`src/rtl/spiclk_pkg.sv`:
```
package spiclk_pkg;
    typedef enum logic [1:0] {
        SC_IDLE = 2'd0,
        SC_LOW  = 2'd1,
        SC_HIGH = 2'd2
    } sc_state_t;
endpackage

```
`src/rtl/spiclk_halfcalc.sv`:
```
// Converts mode + divider field into (half period - 1) in bus cycles.
module spiclk_halfcalc #(
    parameter int PWR_W  = 4,
    parameter int LIN_W  = 8,
    parameter int HALF_W = 15
) (
    input  logic              lin_mode,
    input  logic [LIN_W-1:0]  div,
    output logic [HALF_W-1:0] hm1
);
    logic [HALF_W:0]   pow_full;
    logic [HALF_W:0]   pow_m1;
    logic [HALF_W-1:0] lin_ext;

    generate
        if (HALF_W > LIN_W) begin : g_ext
            assign lin_ext = {{(HALF_W-LIN_W){1'b0}}, div};
        end else begin : g_same
            assign lin_ext = div[HALF_W-1:0];
        end
    endgenerate

    always_comb begin
        pow_full = {{HALF_W{1'b0}}, 1'b1} << div[PWR_W-1:0];
        pow_m1   = pow_full - 1'b1;
        hm1      = lin_mode ? lin_ext : pow_m1[HALF_W-1:0];
    end
endmodule

```
`src/rtl/spiclk_cfghold.sv`:
```
// Captures the computed half period when the generator starts.
module spiclk_cfghold #(
    parameter int W = 15
) (
    input  logic         clk,
    input  logic         rst_n,
    input  logic         capture,
    input  logic [W-1:0] d,
    output logic [W-1:0] q
);
    always_ff @(posedge clk or negedge rst_n) begin
        if (!rst_n)       q <= '0;
        else if (capture) q <= d;
    end
endmodule

```
`src/rtl/spiclk_halfcnt.sv`:
```
// Down counter for one half period; flags expiry at zero.
module spiclk_halfcnt #(
    parameter int W = 15
) (
    input  logic         clk,
    input  logic         rst_n,
    input  logic         load,
    input  logic [W-1:0] load_val,
    output logic         expired
);
    logic [W-1:0] cnt_q;

    always_ff @(posedge clk or negedge rst_n) begin
        if (!rst_n)             cnt_q <= '0;
        else if (load)          cnt_q <= load_val;
        else if (cnt_q != '0)   cnt_q <= cnt_q - 1'b1;
    end

    assign expired = (cnt_q == '0);
endmodule

```
`src/rtl/sclk_divgen.sv`:
```
module sclk_divgen #(
    parameter int PWR_W = 4,
    parameter int LIN_W = 8
) (
    input  logic             clk,
    input  logic             rst_n,
    input  logic             en,
    input  logic             lin_mode,
    input  logic [LIN_W-1:0] div_val,
    output logic             sclk,
    output logic             lead_stb,
    output logic             trail_stb
);
    import spiclk_pkg::*;

    localparam int POW_HM1_W = (1 << PWR_W) - 1;
    localparam int HALF_W    = (POW_HM1_W > LIN_W) ? POW_HM1_W : LIN_W;

    sc_state_t         state_q, state_d;
    logic [HALF_W-1:0] hm1_now, hm1_held, cnt_val;
    logic              running, capture, cnt_load, expired;

    spiclk_halfcalc #(.PWR_W(PWR_W), .LIN_W(LIN_W), .HALF_W(HALF_W)) u_calc (
        .lin_mode (lin_mode),
        .div      (div_val),
        .hm1      (hm1_now)
    );

    spiclk_cfghold #(.W(HALF_W)) u_hold (
        .clk     (clk),
        .rst_n   (rst_n),
        .capture (capture),
        .d       (hm1_now),
        .q       (hm1_held)
    );

    spiclk_halfcnt #(.W(HALF_W)) u_cnt (
        .clk      (clk),
        .rst_n    (rst_n),
        .load     (cnt_load),
        .load_val (cnt_val),
        .expired  (expired)
    );

    assign running  = (state_q != SC_IDLE);
    assign capture  = !running && en;
    assign cnt_load = !running || (state_d != state_q);
    assign cnt_val  = running ? hm1_held : hm1_now;

    always_comb begin
        state_d = state_q;
        unique case (state_q)
            SC_IDLE: if (en) state_d = SC_LOW;
            SC_LOW: begin
                if (!en)          state_d = SC_IDLE;
                else if (expired) state_d = SC_HIGH;
            end
            SC_HIGH: begin
                if (!en)          state_d = SC_IDLE;
                else if (expired) state_d = SC_LOW;
            end
            default:              state_d = SC_IDLE;
        endcase
    end

    // State register
    always_ff @(posedge clk or negedge rst_n) begin
        if (!rst_n) state_q <= SC_IDLE;
        else        state_q <= state_d;
    end

    // Registered outputs
    always_ff @(posedge clk or negedge rst_n) begin
        if (!rst_n) begin
            sclk      <= 1'b0;
            lead_stb  <= 1'b0;
            trail_stb <= 1'b0;
        end else begin
            sclk      <= (state_d == SC_HIGH);
            lead_stb  <= (state_q != SC_HIGH) && (state_d == SC_HIGH);
            trail_stb <= (state_q == SC_HIGH) && (state_d == SC_LOW);
        end
    end
endmodule

```
`config.mk`:
```
export PLATFORM = sky130hd
export DESIGN_NAME = sclk_divgen
export DESIGN_NICKNAME = d
export VERILOG_FILES = /design/src/rtl/spiclk_pkg.sv /design/src/rtl/spiclk_halfcalc.sv /design/src/rtl/spiclk_cfghold.sv /design/src/rtl/spiclk_halfcnt.sv /design/src/rtl/sclk_divgen.sv
export SDC_FILE = /design/constraint.sdc
export NUM_CORES = 1
export LEC_CHECK = 0
export BUFFER_PORTS_ARGS = -buffer_cell sky130_fd_sc_hd__buf_2
export CAP_MARGIN = 20
export CORE_MARGIN = 5
export CORE_UTILIZATION = 45
export CTS_CLUSTER_DIAMETER = 200
export DETAILED_ROUTE_END_ITERATION = 8
export MAX_ROUTING_LAYER = met4
export SLEW_MARGIN = 20
export SYNTH_ARGS = -nofsm -noshare
export SYNTH_HDL_FRONTEND = slang
export SYNTH_HIERARCHICAL = 1
export SYNTH_SLANG_ARGS = --single-unit
export TNS_END_PERCENT = 10
```
`constraint.sdc`:
```
create_clock -name clk -period 3.3 [get_ports clk]
set_input_delay 0.66 -clock clk [delete_from_list [all_inputs] [get_ports clk]]
set_output_delay 0.66 -clock clk [all_outputs]
set_load 0.01 [all_outputs]
```
==> flow_summary.yaml, run 1 <==
grt:
  grt_max_degree: 36
  grt_pass1_vias: 1546
  grtUsageMet1: 0.209
  antenna_found_initial: 0
  met2_usage: 0.234
  grtUsageTotal: 0.158
  grt_use_met3: 0.0392
  grt_pass1_wl_mm: 7.60
  busiest_layer: "met2"
  gr-total-overflow: 0
worst_setup_path:
  r2r_start: "u_cnt/cnt_q[0]$_DFFE_PN0P_"
  r2r_setup_slack_ns: 0.64
  critPathSlowestCell: "or4b_1"
  worstSetupStartpointType: "register"
  worstPathRequired_ns: 3.48
  worst_ep_arrival_time_ns: 2.84
  end_kind: "register"
  critPathCapture: "u_cnt/cnt_q[13]$_DFFE_PN0P_"
  regToRegEndpoint: "u_cnt/cnt_q[13]$_DFFE_PN0P_"
  slowest_delay_ns: 0.58
  r2r_cells: 7
  crit_chain: "inv_1, ha_1, or4b_1, nor4b_4, or3_1, nor2_2, a22o_1"
  crit_type: "register to register"
  cp_max_fo: 15
  startpoint: "u_cnt/cnt_q[0]$_DFFE_PN0P_"
min_path:
  hold_path.class: "input port to asynchronous set/reset pin"
floorplanning:
  die_w_um: 80.1
  core_sq_um: 4750
  die_h_um: 80.1
  dieArea_sq_um: 6420
  ioPinCount: 15
  rows: 25
  floorplan.initialDensity: 0.465
logic_synthesis:
  syn_avg_cell_area_sq_um: 11.2
  synth_edf_count: 0
  synth_common_cells: "dfrtp_1, mux2_4, nand2_1, nor2_1, mux2_2"
  ys_seq_area_frac: 0.396
  ys.flop_type: "dfrtp_1"
  ys_top_cells_by_area: "dfrtp_1, mux2_4, mux2_2"
  yosysMostFrequentCell: "dfrtp_1"
  synthCells: 197
  synth.largest_area_cell: "dfrtp_1"
  syn_area_sq_um: 2210
  synth_seq_cells: 35
  async_reset_ff_frac: 1.00
  ys_types: 50
  yosys.area.top_type_share: 0.396
  ys_warn_count: 6
  syn-num-nets: 211
clocking:
  cts-hold-fix-buffers: 0
  htree_levels: 2
  cts_buffers: 5
  ctsResizeCount: 0
  cts_root_buf: "clkbuf_8"
  clockBufferDepth: 2
  cts_tree: "done"
  cts.sinks: 35
  postCtsSetupBuffers: 0
  worstSkewPairLatency_ns: 0.29
  clk_pin_slew_worst_paths_ns: 0.07
drt:
  wire_per_inst_um: 15.9
  wirelength_mm: 4.37
  vias_per_cell: 5.51
  route.detailed.drc: 0
  dr.first_iter.drc_count: 108
  drt_first_pass_iters: 4
  ant_nets: 0
  vias: 1516
power:
  power.leakage_nw: 1.08
  peakVddDrop_mv: 0.296
  total_power_mw: 1.09
  cellPowerDensity_nw_per_um2: 462
sta:
  period_needed_ns: 2.66
  final_hold_viol_count: 0
  setup_viol: 0
  setup_tns_ns: 0
  rsz0062_at_grt: "false"
  skew_ns: 0.00835
  slew_headroom: 0.478
  worstMarginPinSlew_ns: 0.782
  fmax_mhz: 375
  period_share: 0.807
  maxSlewViolCount: 0
finish:
  drive_gt1_frac: 0.303
  fin_util: 0.496
  area_growth_pct: 6.62
  fin_area_sq_um: 2360
  antenna-diode-count: 0
  final_nets: 221
placement:
  port_buffers: 14
  placed_cell_area_sq_um: 2260
  post-dp-hpwl_mm: 3.17
  place.gp.congestion: 0.894
run_status:
  run_status: "completed"
flow_run:
  maxCapViolations: 0
## worst min path at each step
stage                                  start                           to  slack (ns)  cells after the start
finish                                 rst_n  u_cnt/cnt_q[14]$_DFFE_PN0P_        0.45                      1
global route                           rst_n  u_cnt/cnt_q[12]$_DFFE_PN0P_        0.53                      1
CTS                                    rst_n  u_cnt/cnt_q[13]$_DFFE_PN0P_        0.47                      1
detailed placement  u_hold/q[14]$_DFFE_PN0P_     u_hold/q[14]$_DFFE_PN0P_        0.49                      1
global placement     u_hold/q[1]$_DFFE_PN0P_      u_hold/q[1]$_DFFE_PN0P_        0.49                      1
floorplan                              rst_n           lead_stb$_DFF_PN0_        0.36                      0
## registers in the layout (all words and copies together) (netlist names)
name / count
u_cnt/cnt_q: 15
trail_stb: 1
sclk: 1
u_hold/q: 15
lead_stb: 1
state_q: 2
## layout by cell type, fill, tap and decap left out, types with 2 or more instances in the layout
cell type  count
o31ai_1        4
dfrtp_1       35
xnor2_1        4
o211ai_1       2
o32ai_1        2
ha_1           2
a22o_1         8
nand2_1       14
and3_1         2
nor3b_1        2
nand2b_1       2
xor2_1         8
or4_1          4
mux2_4        20
a31oi_1        2
a21oi_1        3
nor3_1         8
or3_1          4
buf_4          3
a21o_1         2
mux2_2        10
and2_2         2
o21ai_0        4
inv_1          5
nor2_1        14
buf_2         14
clkbuf_8       7
## cell type report
cell class                      instances  area (sq um)
Sequential cell                        35           876
Clock buffer                            8           100
Inverter                                5          18.8
Fill cell                             457          2400
Tap cell                               67          83.8
Multi-Input combinational cell        143          1190
Timing Repair Buffer                   17          92.6
## logic make-up after synthesis
family,after synthesis,share of synthesized area
flops,35,0.396
xor+xnor,12,0.0475
simple gates,62,0.162
mux,31,0.192
fa+ha+maj,2,0.0113
buf+inv,19,0.0696
compound gates,36,0.122
## per-stage QoR
step	setup slack, ns	cells	hold WS [ns]
finish	0.636	275	0.445
global route	0.474	275	0.526
CTS	0.622	275	0.475
detailed placement	0.484	267	0.493
global placement	0.541	267	0.487
floorplan	0.611	197	0.364
## critical path, delay by kind of cell, from the launching register on
kind | cells | cell delay [ns]
DFF | 1 | 0.40
AOI/OAI and AO/OA | 1 | 0.23
adders and majority gates | 1 | 0.21
and+or+nand+nor | 4 | 1.61
buffers and inverters | 1 | 0.11
## report_power, final
part / internal (mW) / switching (mW)
Sequential: 0.480 / 0.0410
Clock: 0.190 / 0.148
Combinational: 0.122 / 0.109
Total: 0.792 / 0.298
## routing by layer
metal | routed length [um] | vias up
met5 | 0 | -
met4 | 76 | 0
met3 | 149 | 9
met2 | 2070 | 35
met1 | 2070 | 737
li1 | - | 735
Note: power is estimated with default switching activity, not from simulation.
==> run 2: changes to the inputs <==
- ABC_AREA: default -> 1
- clock period: 3.3 -> 2.6 ns (I/O delays scaled with it)
==> run 2 against run 1 <==
  * Synthesized cell count grew 77%
  * Critical path depth up 6
  * Worst hold slack worse by 0.12 ns
  * Power increased by 32%
  * Critical endpoint is now u_cnt/cnt_q[9]$_DFFE_PN0P_
  * Non-clock buffer count fell by 1
  * Global-route usage rose by 2.2 points
  * Clock power rose by 17%
  * Sequential power increased by 29%
  * Register-to-register slack got worse by 0.12 ns
  * Sequential share of layout area is 2.4 points lower
  * Utilization shrank 0.17 points
==> flow_summary.yaml, run 2 <==
run_status:
  run_status: "completed"
grt:
  busiest_layer: "met2"
  grtUsageTotal: 0.180
  grtUsageMet1: 0.250
  gr-total-overflow: 0
  grt_use_met3: 0.0336
  grt_max_degree: 36
  grt_pass1_vias: 1946
  grt_pass1_wl_mm: 9.17
  antenna_found_initial: 0
  met2_usage: 0.270
worst_setup_path:
  crit_type: "register to register"
  crit_chain: "inv_1, ha_1, nand2_4, nor2_8, nand4_4, inv_1, nor2_1, nand2_1, inv_1, nand2_4, nand2_1, nand2_1, inv_1"
  worstSetupStartpointType: "register"
  crit_buf_inv: 4
  r2r_start: "u_cnt/cnt_q[0]$_DFFE_PN0P_"
  worstPathRequired_ns: 2.78
  crit_family: "simple AND/OR/NAND/NOR gates"
  end_kind: "register"
  slowest_delay_ns: 0.41
  worst_ep_arrival_time_ns: 2.26
  cpMostUsedCell: "inv_1"
  startpoint: "u_cnt/cnt_q[0]$_DFFE_PN0P_"
  cp_max_fo: 7
  critPathSlowestCell: "dfrtp_1"
power:
  clockPowerShare: 0.274
  power.leakage_nw: 1.41
  pwr-share-comb: 0.261
  switchingPower_mw: 0.492
  p_int_mw: 0.950
  peakVddDrop_mv: 0.294
  cellPowerDensity_nw_per_um2: 571
  pwr-share-seq: 0.464
  swShare: 0.341
clocking:
  cts_buffers: 5
  ctsResizeCount: 0
  worstSkewPairLatency_ns: 0.28
  cts-hold-fix-buffers: 0
  cts.sinks: 35
  cts_root_buf: "clkbuf_8"
  clk_pin_slew_worst_paths_ns: 0.07
  clockBufferDepth: 2
  htree_levels: 2
  postCtsSetupBuffers: 0
  cts_tree: "done"
floorplanning:
  ioPinCount: 15
  rows: 26
  core_sq_um: 5110
  die_w_um: 82.3
  floorplan.initialDensity: 0.461
  dieArea_sq_um: 6780
  die_h_um: 82.3
logic_synthesis:
  ys_types: 32
  ys.flop_type: "dfrtp_1"
  yosys.area_share.xor_xnor: 0.0223
  yosys.area.top_type_share: 0.372
  synthMuxAreaShare: 0
  ys_top_cells_by_area: "dfrtp_1, nand2_1, nor2_1"
  syn-num-nets: 362
  ys_seq_area_frac: 0.372
  synth_compound_area_frac: 0.0515
  async_reset_ff_frac: 1.00
  synth_top_family_by_area: "simple AND/OR/NAND/NOR gates"
  synth.largest_area_cell: "dfrtp_1"
  synth_seq_cells: 35
  synth_edf_count: 0
  synthSimpleGateAreaFrac: 0.451
  synth_fa_ha_area_frac: 0.0106
  yosysMostFrequentCell: "nand2_1"
  syn_area_sq_um: 2350
  synth_common_cells: "nand2_1, dfrtp_1, nor2_1"
  synthCells: 348
  ys_warn_count: 6
  syn_avg_cell_area_sq_um: 6.77
sta:
  setup_tns_ns: 0
  skew_ns: 0.00548
  slew_headroom: 0.464
  fmax_mhz: 480
  rsz0062_at_grt: "false"
  maxSlewViolCount: 0
  period_share: 0.801
  fin_ws_ns: 0.517
  period_needed_ns: 2.08
  final_hold_viol_count: 0
  setup_viol: 0
  worstMarginPinSlew_ns: 0.804
finish:
  seq_area_sq_um: 876
  final_cell_mix: "nand2_1, dfrtp_1, nor2_1"
  reg_top3: "u_cnt/cnt_q x15, u_hold/q x15, state_q x2"
  n_fill_cell: 549
  multi_input_area_sq_um: 1260
  fin_area_sq_um: 2520
  fin_util: 0.494
  final_nets: 376
  antenna-diode-count: 0
  final_common_cell: "nand2_1"
  area_growth_pct: 7.23
  final_cells: 432
  drive_gt1_frac: 0.146
drt:
  wirelength_mm: 5.19
  vias: 2035
  route.detailed.drc: 0
  vias_per_cell: 4.71
  drt_first_pass_iters: 4
  wire_per_inst_um: 12.0
  dr.first_iter.drc_count: 112
  ant_nets: 0
placement:
  post-dp-hpwl_mm: 3.89
  port_buffers: 14
  place.gp.congestion: 0.970
  placed_cells: 425
  pre_cts_ws_ns: 0.474
  placed_cell_area_sq_um: 2440
min_path:
  hold_path.class: "input port to asynchronous set/reset pin"
flow_run:
  maxCapViolations: 0
## run 2: kinds of logic after synthesis
family                     Yosys count
buffers and inverters               42
DFF                                 35
xor gates and xnor gates             6
and+or+nand+nor                    239
adders and majority gates            2
AOI/OAI and AO/OA                   24
## run 2: power by group through the flow
| stage | registers, mW | logic, mW | clock network, mW |
|---|---|---|---|
| global route | 0.681 | 0.438 | 0.434 |
| floorplan | 0.669 | 0.305 | 0 |
| CTS | 0.670 | 0.380 | 0.410 |
| global placement | 0.679 | 0.379 | 0 |
| detailed placement | 0.680 | 0.378 | 0 |
| finish | 0.670 | 0.377 | 0.396 |
## run 2: final timing paths
kind / to / slack (ns) / cells past startpoint
min in group clk: u_hold/q[1]$_DFFE_PN0P_ / 0.47 / 2
hold reg to reg: u_hold/q[1]$_DFFE_PN0P_ / 0.47 / 2
max in group asynchronous: u_hold/q[1]$_DFFE_PN0P_ / 1.77 / 1
hold / removal: u_hold/q[14]$_DFFE_PN0P_ / 0.33 / 1
setup / recovery: u_cnt/cnt_q[9]$_DFFE_PN0P_ / 0.52 / 13
setup reg to reg: u_cnt/cnt_q[9]$_DFFE_PN0P_ / 0.52 / 13
## run 2: worst reg2reg max path, delay by kind of cell (launching register included)
family	cells	cell delay, ns
buffers and inverters	4	0.47
DFF	1	0.41
adders and majority gates	1	0.24
and+or+nand+nor	8	0.87
## run 2: cell type report
type / count / area share
clock buffer: 6 / 0.0327
clock inverter: 1 / 0.00198
inverter: 33 / 0.0510
multi-input combinational: 271 / 0.499
sequential: 35 / 0.347
tap: 70 / 0.0347
timing repair buffer: 16 / 0.0337
## run 2: routing by layer
metal  wire length [um]  vias to the layer above
met5                  0                        -
met4                 77                        0
met3                159                        7
met2               2280                       32
met1               2670                      898
li1                   -                     1098
## run 2: metrics by stage
step                      power [mW]  hold WS [ns]
after floorplan                0.973         0.224
after global placement          1.06         0.455
after detailed placement        1.06         0.459
after CTS                       1.46         0.356
after global routing            1.55         0.391
final                           1.44         0.329
==> run 3: changes to the inputs <==
- ABC_AREA: 1 -> 0
- clock period: 2.6 -> 2.05 ns (I/O delays scaled with it)
==> run 3 against run 2 <==
  * Clock power is 20% higher
  * Critical path depth is 4 lower
  * Worst hold slack worse by 0.12 ns
  * Utilization is 6.8 points higher
  * Register-to-register slack worse by 0.50 ns
  * The flow now finishes with violations (negative setup slack)
  * Largest cell class unchanged
  * Via count is 17% lower
==> flow_summary.yaml, run 3 (synthesis results as in run 1) <==
run_status:
  run_status: "finished, violations left"
  violations: "negative setup slack"
floorplanning:
  core_sq_um: 4750
  ioPinCount: 15
  dieArea_sq_um: 6420
  rows: 25
  die_h_um: 80.1
  die_w_um: 80.1
  floorplan.initialDensity: 0.465
grt:
  grt_pass1_vias: 1785
  met2_usage: 0.289
  busiest_layer: "met2"
  antenna_found_initial: 0
  gr-total-overflow: 0
  grt_pass1_wl_mm: 8.41
  grt_use_met3: 0.0348
  grtUsageTotal: 0.173
  grtUsageMet1: 0.211
  grt_max_degree: 36
finish:
  fin_area_sq_um: 2670
  area_growth_pct: 20.9
  antenna-diode-count: 0
  final_nets: 251
  drive_gt1_frac: 0.454
  final_cell_mix: "dfrtp_1, buf_4, mux2_4"
  final_common_cell: "dfrtp_1"
  reg_top3: "u_cnt/cnt_q x15, u_hold/q x15, state_q x2"
placement:
  placed_cell_area_sq_um: 2480
  place.gp.congestion: 0.870
  port_buffers: 14
  post-dp-hpwl_mm: 3.40
clocking:
  cts.sinks: 35
  worstSkewPairLatency_ns: 0.28
  cts_buffers: 5
  clockBufferDepth: 2
  cts_root_buf: "clkbuf_8"
  htree_levels: 2
  cts-hold-fix-buffers: 0
  cts_tree: "done"
  clk_pin_slew_worst_paths_ns: 0.07
worst_setup_path:
  crit_buf_inv: 1
  r2r_cells: 7
  r2r_start: "u_cnt/cnt_q[0]$_DFFE_PN0P_"
  end_kind: "register"
  cp_max_fo: 6
  regToRegEndpoint: "u_cnt/cnt_q[7]$_DFFE_PN0P_"
  worstPathRequired_ns: 2.22
  slowest_delay_ns: 0.38
  crit_family: "simple AND/OR/NAND/NOR gates"
  worstSetupStartpointType: "input port"
  critPathSlowestCell: "or3_4"
  crit_chain: "buf_2, or2_4, or3_4, ha_4, and2_4, o211ai_1, a21oi_2, mux2_4, a22o_1"
  crit_type: "input port to register"
  r2r_setup_slack_ns: 0.02
  worst_ep_arrival_time_ns: 2.23
sta:
  skew_ns: 0.00590
  slew_headroom: 0.474
  period_needed_ns: 2.06
  final_hold_viol_count: 0
  period_share: 1.01
  fin_ws_ns: -0.0137
  setup_viol: 1
  rsz0062_at_grt: "true"
  worstMarginPinSlew_ns: 0.790
  maxSlewViolCount: 0
  fmax_mhz: 485
drt:
  vias: 1692
  dr.first_iter.drc_count: 93
  vias_per_cell: 5.55
  route.detailed.drc: 0
  wire_per_inst_um: 15.7
  ant_nets: 0
  wirelength_mm: 4.78
  drt_first_pass_iters: 5
min_path:
  hold_path.class: "input port to asynchronous set/reset pin"
power:
  power.leakage_nw: 1.23
  cellPowerDensity_nw_per_um2: 673
  total_power_mw: 1.80
  peakVddDrop_mv: 0.436
flow_run:
  maxCapViolations: 0
## run 3: worst reg2reg max path, stage by stage, from the launching register on
cell     delay, ns
dfrtp_1       0.39
inv_2         0.08
ha_4          0.12
or4b_4        0.48
nor4b_4       0.21
buf_4         0.17
or3_4         0.16
mux2_4        0.30
## run 3: worst max-delay path by stage
| stage | start | slack, ns | cells after the start | end |
|---|---|---|---|---|
| floorplan | u_cnt/cnt_q[1]$_DFFE_PN0P_ | -0.33 | 8 | u_cnt/cnt_q[1]$_DFFE_PN0P_ |
| global placement | div_val[1] | -0.29 | 9 | u_cnt/cnt_q[10]$_DFFE_PN0P_ |
| detailed placement | div_val[1] | -0.32 | 10 | u_cnt/cnt_q[14]$_DFFE_PN0P_ |
| CTS | u_cnt/cnt_q[0]$_DFFE_PN0P_ | 0.003 | 7 | u_cnt/cnt_q[7]$_DFFE_PN0P_ |
| global route | u_cnt/cnt_q[0]$_DFFE_PN0P_ | -0.07 | 8 | u_cnt/cnt_q[10]$_DFFE_PN0P_ |
| finish | div_val[0] | -0.01 | 9 | u_cnt/cnt_q[10]$_DFFE_PN0P_ |
## run 3: metal layers
metal	wire length [um]	vias up	part of all wire
met4	63	0	0.013
met1	2130	841	0.45
met2	2400	43	0.50
li1	-	802	-
met3	180	6	0.038
met5	0	-	0
## run 3: stage by stage
step	cells	setup WS, ns	utilization	hold WS [ns]	setup TNS (ns)
after floorplan	197	-0.331	-	0.114	-4.27
after global placement	292	-0.287	0.522	0.486	-2.00
after detailed placement	292	-0.322	0.522	0.495	-2.73
after CTS	303	0.00294	0.550	0.236	0
after global routing	305	-0.0697	0.562	0.271	-0.817
final	305	-0.0137	0.562	0.211	-0.0137
## run 3: repair_timing
item                                    4_1_cts  5_1_grt
buffers inserted                              2        2
gates resized for setup                       5       10
cloned                                        1        0
endpoints found under the setup margin       19       18
pin swaps                                     2        7
## run 3: cell type report
class	instances	area (sq um)
flip-flops and latches	35	876
inverters	5	18.8
repair buffers	46	334
fillers	416	2080
clock inverters	1	5.00
clock buffers	7	76.3
well taps	67	83.8
multi-input cells	144	1280
## run 3: report_power, final
group | leakage [nW] | internal, mW | switching [mW]
clock network | 0.0422 | 0.238 | 0.238
logic | 0.749 | 0.281 | 0.218
registers | 0.438 | 0.772 | 0.0497
total | 1.23 | 1.29 | 0.506
